### src/rtl/ctrl_decode_pkg.sv
package ctrl_decode_pkg;
  parameter int OP_W   = 6;
  parameter int FN_W   = 6;
  parameter int ALUC_W = 3;
  parameter int CLS_W  = 2;

  typedef enum logic [OP_W-1:0] {
    OPC_REG  = 6'b000000,
    OPC_JMP  = 6'b000010,
    OPC_BEQ  = 6'b000100,
    OPC_ADDI = 6'b001000,
    OPC_LOAD = 6'b100011,
    OPC_STOR = 6'b101011
  } opc_e;

  typedef enum logic [CLS_W-1:0] {
    CLS_ADD   = 2'b00,
    CLS_SUB   = 2'b01,
    CLS_FIELD = 2'b10,
    CLS_SUB2  = 2'b11
  } alu_cls_e;

  typedef enum logic [ALUC_W-1:0] {
    AC_AND = 3'b000,
    AC_OR  = 3'b001,
    AC_ADD = 3'b010,
    AC_SUB = 3'b110,
    AC_SLT = 3'b111
  } alu_ctl_e;

  typedef enum logic [FN_W-1:0] {
    FN_ADD = 6'b100000,
    FN_SUB = 6'b100010,
    FN_AND = 6'b100100,
    FN_OR  = 6'b100101,
    FN_SLT = 6'b101010
  } fn_e;

  typedef struct packed {
    logic     reg_wr;
    logic     dst_rd;
    logic     src_imm;
    logic     branch;
    logic     mem_wr;
    logic     mem_to_reg;
    logic     jump;
    alu_cls_e cls;
  } main_ctl_t;
endpackage

### src/rtl/ctrl_main_dec.sv
module ctrl_main_dec
  import ctrl_decode_pkg::*;
(
  input  logic [OP_W-1:0] opcode,
  output main_ctl_t       ctl,
  output logic            op_ok
);
  always_comb begin
    ctl   = '0;
    op_ok = 1'b1;
    case (opcode)
      OPC_REG: begin
        ctl.reg_wr = 1'b1;
        ctl.dst_rd = 1'b1;
        ctl.cls    = CLS_FIELD;
      end
      OPC_LOAD: begin
        ctl.reg_wr     = 1'b1;
        ctl.src_imm    = 1'b1;
        ctl.mem_to_reg = 1'b1;
      end
      OPC_STOR: begin
        ctl.src_imm = 1'b1;
        ctl.mem_wr  = 1'b1;
      end
      OPC_BEQ: begin
        ctl.branch = 1'b1;
        ctl.cls    = CLS_SUB;
      end
      OPC_ADDI: begin
        ctl.reg_wr  = 1'b1;
        ctl.src_imm = 1'b1;
      end
      OPC_JMP: begin
        ctl.jump = 1'b1;
      end
      default: op_ok = 1'b0;
    endcase
  end
endmodule

### src/rtl/ctrl_alu_dec.sv
module ctrl_alu_dec
  import ctrl_decode_pkg::*;
(
  input  alu_cls_e          cls,
  input  logic [FN_W-1:0]   funct,
  output logic [ALUC_W-1:0] alu_ctl,
  output logic              fn_ok
);
  always_comb begin
    fn_ok   = 1'b1;
    alu_ctl = AC_ADD;
    if (cls[0]) begin
      alu_ctl = AC_SUB;
    end else if (cls[1]) begin
      case (funct)
        FN_ADD:  alu_ctl = AC_ADD;
        FN_SUB:  alu_ctl = AC_SUB;
        FN_AND:  alu_ctl = AC_AND;
        FN_OR:   alu_ctl = AC_OR;
        FN_SLT:  alu_ctl = AC_SLT;
        default: begin
          alu_ctl = AC_AND;
          fn_ok   = 1'b0;
        end
      endcase
    end
  end
endmodule

### src/rtl/ctrl_decode.sv
module ctrl_decode
  import ctrl_decode_pkg::*;
(
  input  logic              clk,
  input  logic              rst,
  input  logic [OP_W-1:0]   opcode,
  input  logic [FN_W-1:0]   funct,
  output logic              reg_wr,
  output logic              dst_rd,
  output logic              src_imm,
  output logic              branch,
  output logic              mem_wr,
  output logic              mem_to_reg,
  output logic              jump,
  output logic [ALUC_W-1:0] alu_ctl
);
  main_ctl_t         mctl;
  logic              op_ok;
  logic [ALUC_W-1:0] actl;
  logic              fn_ok;

  ctrl_main_dec u_main (
    .opcode (opcode),
    .ctl    (mctl),
    .op_ok  (op_ok)
  );

  ctrl_alu_dec u_alu (
    .cls     (mctl.cls),
    .funct   (funct),
    .alu_ctl (actl),
    .fn_ok   (fn_ok)
  );

  main_ctl_t         nxt;
  logic [ALUC_W-1:0] nxt_alu;

  always_comb begin
    nxt     = mctl;
    nxt_alu = actl;
    if (!fn_ok) nxt.reg_wr = 1'b0;
    if (!op_ok) begin
      nxt     = '0;
      nxt_alu = '0;
    end
  end

  always_ff @(posedge clk) begin
    if (rst) begin
      reg_wr     <= 1'b0;
      dst_rd     <= 1'b0;
      src_imm    <= 1'b0;
      branch     <= 1'b0;
      mem_wr     <= 1'b0;
      mem_to_reg <= 1'b0;
      jump       <= 1'b0;
      alu_ctl    <= '0;
    end else begin
      reg_wr     <= nxt.reg_wr;
      dst_rd     <= nxt.dst_rd;
      src_imm    <= nxt.src_imm;
      branch     <= nxt.branch;
      mem_wr     <= nxt.mem_wr;
      mem_to_reg <= nxt.mem_to_reg;
      jump       <= nxt.jump;
      alu_ctl    <= nxt_alu;
    end
  end
endmodule

### config.mk
export PLATFORM = sky130hd
export DESIGN_NAME = ctrl_decode
export DESIGN_NICKNAME = d
export VERILOG_FILES = /design/src/rtl/ctrl_decode_pkg.sv /design/src/rtl/ctrl_main_dec.sv /design/src/rtl/ctrl_alu_dec.sv /design/src/rtl/ctrl_decode.sv
export SDC_FILE = /design/constraint.sdc
export NUM_CORES = 1
export LEC_CHECK = 0
export ABC_AREA = 0
export BUFFER_PORTS_ARGS = -buffer_cell sky130_fd_sc_hd__buf_2
export CORE_MARGIN = 2
export CORE_UTILIZATION = 40
export DETAILED_ROUTE_END_ITERATION = 10
export PLACE_DENSITY = 0.73
export SYNTH_ARGS = -nofsm -noshare
export SYNTH_HDL_FRONTEND = slang
export SYNTH_HIERARCHICAL = 1
export SYNTH_SLANG_ARGS = --single-unit
### constraint.sdc
create_clock -name clk -period 2.3 [get_ports clk]
set_input_delay 0 -clock clk [delete_from_list [all_inputs] [get_ports clk]]
set_output_delay 0 -clock clk [all_outputs]
set_load 0.02 [all_outputs]
Word-level counts from Yosys, hierarchy flattened --
Cells that the tools add are included.
Storage, ports and cells: bits in registers 10, input port bits 14, output and inout bits 10, word-level logic and storage cells 45
Operators by class: equality and inequality tests 10, mux-type cells 15, bitwise operators 3, reduce and logical (&&, ||, !) cells 8
Operators by type and width (number):
- equality test 6 bit, second input constant | 7
- one-hot mux 3 bit (4 select lines) | 1
- two-way mux 1 bit | 11
- OR reduction 3 bit | 3
- equality test 6 x 2 -> 1 bit, second input constant | 1
- equality test 6 x 3 -> 1 bit, second input constant | 1
- equality test 6 x 4 -> 1 bit, second input constant | 1
- zero test 6 bit | 1
- two-way mux 3 bit | 2
- OR reduction 6 bit | 1
- OR reduction 5 bit | 1
- one-hot mux 2 bit (2 select lines) | 1
- OR reduction 4 bit | 1
- inverter 1 bit | 3
- OR reduction 2 bit | 1

Depth between registers and ports, before layout --
Gate-level depths: netlist of the first run.
depth in word-level cells 7, depth in mapped cells 5

Cells and area by module --
The synthesis of the first run kept the hierarchy.
By module, submodules not included:
- ctrl_decode | instances 1, cells each 20, area each 300.3 um^2
- ctrl_main_dec | instances 1, cells each 21, area each 180.2 um^2
- ctrl_alu_dec | instances 1, cells each 12, area each 127.6 um^2

Worst setup path before layout of the first run --
No wires, ideal clock.
kind input to register, from in opcode[5], to reg alu_ctl[1], library setup time 117 ps, arrival 1222 ps, data required time 2183 ps, slack 962 ps, cell stages on the path 5, path buffers 0, path through or3_1 -> nor4_1 -> and2b_1 -> o41ai_1 -> and3b_2
RTL lines:
- from (decl) | line ctrl_decode.sv:6 | input logic [OP_W-1:0] opcode,
- to (signal assigned) | line ctrl_decode.sv:66 | alu_ctl <= nxt_alu;
- to (decl) | line ctrl_decode.sv:15 | output logic [ALUC_W-1:0] alu_ctl

==> impl_metrics.env, run 1 <==
export IMPL_status="finished, final reports clean"
export IMPL_syn_area_per_cell_um2=11.47
export IMPL_setup_worst_path_class="in -> reg"
export IMPL_cts_setup_buffers=0
export IMPL_die_width_um=42.99
export IMPL_grt_overflow_total=0
export IMPL_ys_seq_area_share_pct=32.92
export IMPL_drc=0
export IMPL_cp_end_kind="flip-flop"
export IMPL_worst_pin_slew_ns=0.5780
export IMPL_dr_pass1_iters=4
export IMPL_io_buffers=23
export IMPL_cts_resized=0
export IMPL_first_global_vias=420
export IMPL_drive_gt1_share_pct=54.67
export IMPL_viasPerCell=5.516
export IMPL_vdd_ir_drop_max_mv=0.1221
export IMPL_cts_num_sinks=10
export IMPL_path_clk_slew_ns=0.06
export IMPL_cts_tree="yes"
export IMPL_initial_utilization_pct=41.33
export IMPL_cts_inserted_buffers=3
export IMPL_power_density_nw_per_um2=458.1
export IMPL_min_period_over_period_pct=59.96
export IMPL_hp_class="in -> reg"
export IMPL_fmax_ghz=0.7252
export IMPL_gp_congestion=0.7494
export IMPL_yosys_warnings=6
export IMPL_finalWirelength_um=1071
export IMPL_maxCapViolations=0
export IMPL_final_common_cell="buf_2"
export IMPL_syn_instance_count=53
export IMPL_crit_family="simple AND/OR/NAND/NOR gates"
export IMPL_syn_num_nets=67
export IMPL_slowest_delay_ns=0.46
export IMPL_dieArea_um2=1848
export IMPL_pin_count=24
export IMPL_syn_area_um2=608.1
export IMPL_cp_depth=6
export IMPL_path_buf_inv=1
export IMPL_grt_pass1_wl_um=1635
export IMPL_cp_max_fo=8
export IMPL_cp_slowest_cell="or3_1"
export IMPL_grt_max_degree=12
export IMPL_nets=91
export IMPL_layout_common_cells="buf_2, dfxtp_1, and3b_2"
export IMPL_leakage_uw=0.0003626
export IMPL_track_usage_pct=12.14
export IMPL_antenna_left=0
export IMPL_hold_viol_final=0
export IMPL_core_area_um2=1471
export IMPL_finalMaxSlewViolations=0
export IMPL_top_register="alu_ctl"
export IMPL_fin_crit_ns=1.379
export IMPL_root_buffer="clkbuf_4"
export IMPL_fin_tns_setup_ns=0
export IMPL_diodes=0
export IMPL_largest_reg_flops=3
export IMPL_drt_iter0_drc=3
export IMPL_required_ns=2.46
export IMPL_start_kind="primary input"
export IMPL_finalSetupViolCount=0
export IMPL_rsz0062_at_grt="no"
export IMPL_crit_path_cell_trace="buf_2 > or3_1 > nor4_1 > and2b_1 > o41ai_1 > and3b_2"
export IMPL_vias=502
export IMPL_num_rows=14
export IMPL_slew_headroom_pct=61.29
export IMPL_endpoint="alu_ctl[1]$_SDFF_PP0_"
export IMPL_drt_wirelength_per_cell_um=11.77
export IMPL_crit_path_start="opcode[5]"
export IMPL_ys_flop_type="dfxtp_1"
export IMPL_dieHeight_um=42.99
export IMPL_dp_hpwl_um=817.7
export IMPL_async_reset_ff_share_pct=0
export IMPL_critPathArrivalTime_ns=1.53
export IMPL_area_delta_synth_final_pct=20.99
export IMPL_ctsHoldBuffers=0
export IMPL_p_total_uw=337.0
export IMPL_ctsHtreeMaxLevel=1
export IMPL_synth_distinct_cells=29
export IMPL_antenna_found_initial=0
export IMPL_cts_buffer_depth=2
export IMPL_ys_ff_latch=10
export IMPL_synth_enable_flop_cells=0
-- worst min-delay path by stage --
stage	startpoint	end	slack, ns	cells after the start
5_1_grt	rst	alu_ctl[0]$_SDFF_PP0_	0.13	2
3_3_place_gp	rst	src_imm$_SDFF_PP0_	0.39	2
6_report	rst	reg_wr$_SDFF_PP0_	0.12	2
3_5_place_dp	rst	alu_ctl[0]$_SDFF_PP0_	0.39	2
4_1_cts	rst	alu_ctl[0]$_SDFF_PP0_	0.12	2
2_1_floorplan	rst	reg_wr$_SDFF_PP0_	0.21	1
-- per-layer routing --
metal	share of wire (%)	vias up	global-route usage [%]
met4	3.2	0	12.73
met2	42	18	18.79
li1	-	264	-
met1	50	216	13.77
met3	4.6	4	1.277
met5	0	-	0
-- cell usage after synthesis, drive strengths merged, types with 2 or more instances --
master | instances | area, um^2
nor2b | 2 | 12.51
and4bb | 2 | 25.02
nand4b | 2 | 17.52
nor4b | 3 | 38.79
nor4 | 2 | 12.51
dfxtp | 10 | 200.2
a211oi | 2 | 20.02
and3b | 9 | 90.09
buf | 3 | 26.27
or4b | 2 | 20.02
-- kinds of logic after synthesis --
family                 count (synthesis)  share of synthesized area, %
AOI/OAI and AO/OA                      8                         14.40
buffers and inverters                  4                         4.937
DFF                                   10                         32.92
muxes                                  1                         2.468
and+or+nand+nor                       30                         45.27
-- power by group --
group	switching (uW)	total [uW]	internal, uW
registers	0.155	174	174
logic	29.0	51.6	22.5
clock network	51.4	111	60.0
total	80.5	337	256
-- layout make-up --
cell class                 instances  area [um^2]
fill                             143        735.7
multi-input combinational         39        377.9
sequential                        10        200.2
timing repair buffer              23        115.1
clock buffer                       3        22.52
tap                               16        20.02
-- per-stage QoR --
stage          cell area [um^2]  setup WS [ns]  utilization (%)  hold WS, ns  instances
2_1_floorplan             608.1         0.9618                -       0.2143         53
3_3_place_gp              713.2         0.7520            48.47       0.3936         88
3_5_place_dp              713.2         0.6578            48.47       0.3936         88
4_1_cts                   735.7         0.9324            50.00       0.1238         91
5_1_grt                   735.7         0.8247            50.00       0.1253         91
6_report                  735.7         0.9210            50.00       0.1215         91
Note: power is estimated with default switching activity, not from simulation.
==> inputs of run 2 (changes only) <==
==> constraint.sdc (replaced) <==
create_clock -name clk -period 1.4 [get_ports clk]
set_input_delay 0 -clock clk [delete_from_list [all_inputs] [get_ports clk]]
set_output_delay 0 -clock clk [all_outputs]
set_load 0.02 [all_outputs]
==> run 2 against run 1 <==
Net effect:
- first-iteration DRC count rose to 4.0 times the previous value
- non-clock buffer count up 8
- clock power up 53%
- cell area up 8.2%
- sequential power up 64%
- critical path depth unchanged
- global-route usage up 2.0 points
- worst setup slack worse by 0.79 ns
- combinational power up 94%
- clock-buffer cell count unchanged
- critical endpoint is now alu_ctl[0]$_SDFF_PP0_
==> impl_metrics.env, run 2 (synthesis results as in run 1) <==
export IMPL_viasPerCell=5.525
export IMPL_setup_ws_ns=0.1313
export IMPL_hold_viol_final=0
export IMPL_dr_pass1_iters=4
export IMPL_use_met2_pct=25.45
export IMPL_io_buffers=23
export IMPL_dieHeight_um=42.99
export IMPL_pin_count=24
export IMPL_dieArea_um2=1848
export IMPL_leakage_uw=0.0004024
export IMPL_drc=0
export IMPL_busiest_layer="met2"
export IMPL_root_buffer="clkbuf_4"
export IMPL_layout_common_cells="buf_2, dfxtp_1, and3b_2"
export IMPL_finalSetupViolCount=0
export IMPL_final_common_cell="buf_2"
export IMPL_maxCapViolations=0
export IMPL_cts_inserted_buffers=3
export IMPL_start_kind="primary input"
export IMPL_ctsHtreeMaxLevel=1
export IMPL_seq_area_um2=200.2
export IMPL_drt_iter0_drc=12
export IMPL_cts_setup_buffers=0
export IMPL_antenna_found_initial=0
export IMPL_met3_usage_pct=1.277
export IMPL_power_density_nw_per_um2=699.5
export IMPL_min_period_over_period_pct=90.62
export IMPL_largest_reg_flops=3
export IMPL_diodes=0
export IMPL_cts_num_sinks=10
export IMPL_cts_resized=0
export IMPL_fin_crit_ns=1.269
export IMPL_cts_tree="yes"
export IMPL_nFillCells=143
export IMPL_nets=99
export IMPL_finalWirelength_um=1247
export IMPL_track_usage_pct=14.14
export IMPL_cts_buffer_depth=2
export IMPL_status="finished, final reports clean"
export IMPL_instances_no_fill=99
export IMPL_drt_wirelength_per_cell_um=12.60
export IMPL_dp_hpwl_um=996.7
export IMPL_grtUsageMet1_pct=15.54
export IMPL_drive_gt1_share_pct=59.04
export IMPL_path_clk_slew_ns=0.06
export IMPL_hp_class="in -> reg"
export IMPL_required_ns=1.54
export IMPL_worst_pin_slew_ns=0.3282
export IMPL_critPathArrivalTime_ns=1.41
export IMPL_cp_max_fo=4
export IMPL_fmax_ghz=0.7882
export IMPL_grt_max_degree=11
export IMPL_dpl_cell_count=96
export IMPL_setup_worst_path_class="in -> reg"
export IMPL_grt_pass1_wl_um=2001
export IMPL_slew_headroom_pct=77.92
export IMPL_vdd_ir_drop_max_mv=0.2147
export IMPL_post_route_util_pct=54.08
export IMPL_cp_end_kind="flip-flop"
export IMPL_area_delta_synth_final_pct=30.86
export IMPL_ctsHoldBuffers=0
export IMPL_crit_path_cell_trace="buf_2 > or3_1 > nor4b_2 > and2b_1 > o211a_1 > and3b_2"
export IMPL_holdWs_ns=0.1414
export IMPL_num_rows=14
export IMPL_gp_congestion=0.7990
export IMPL_antenna_left=0
export IMPL_initial_utilization_pct=41.33
export IMPL_core_area_um2=1471
export IMPL_slowest_delay_ns=0.44
export IMPL_multi_input_comb_area_um2=377.9
export IMPL_rsz0062_at_grt="no"
export IMPL_vias=547
export IMPL_p_total_uw=556.6
export IMPL_first_global_vias=478
export IMPL_top_register="alu_ctl"
export IMPL_dp_slack_ns=-0.1104
export IMPL_cp_slowest_cell="or3_1"
export IMPL_die_width_um=42.99
export IMPL_finalMaxSlewViolations=0
export IMPL_grt_overflow_total=0
run 2: layout make-up:
class / instances / area share, %
Sequential cell: 10 / 25.16
Timing Repair Buffer: 31 / 22.01
Clock buffer: 3 / 2.830
Multi-Input combinational cell: 39 / 47.48
Tap cell: 16 / 2.516
run 2: report_power, final:
| group | total (uW) | switching, uW | internal [uW] |
|---|---|---|---|
| logic | 100 | 52.6 | 47.9 |
| clock network | 170 | 72.3 | 97.7 |
| registers | 286 | 0.196 | 286 |
run 2: worst paths after layout:
path              depth (start not counted)  slack [ns]  startpoint                     to
hold / removal                            2        0.14         rst      dst_rd$_SDFF_PP0_
setup / recovery                          6        0.13   opcode[5]  alu_ctl[0]$_SDFF_PP0_
run 2: worst max-delay path: cells and delay by family:
kind / cells / cell delay (ns)
AND/OR/NAND/NOR: 4 / 1.17
AO/OA/AOI/OAI: 1 / 0.14
buffers and inverters: 1 / 0.10
run 2: metrics by stage:
stage               cell area [um^2]  setup TNS [ns]
floorplan                      608.1               0
global placement               773.2         -0.1892
detailed placement             773.2         -0.2850
CTS                            795.8               0
global route                   795.8               0
finish                         795.8               0
run 2: routing by layer:
| metal | share of wire [%] | wire, um |
|---|---|---|
| met1 | 42 | 521 |
| met2 | 49 | 607 |
| met3 | 7.1 | 88 |
| met4 | 2.3 | 29 |
| met5 | 0 | 0 |
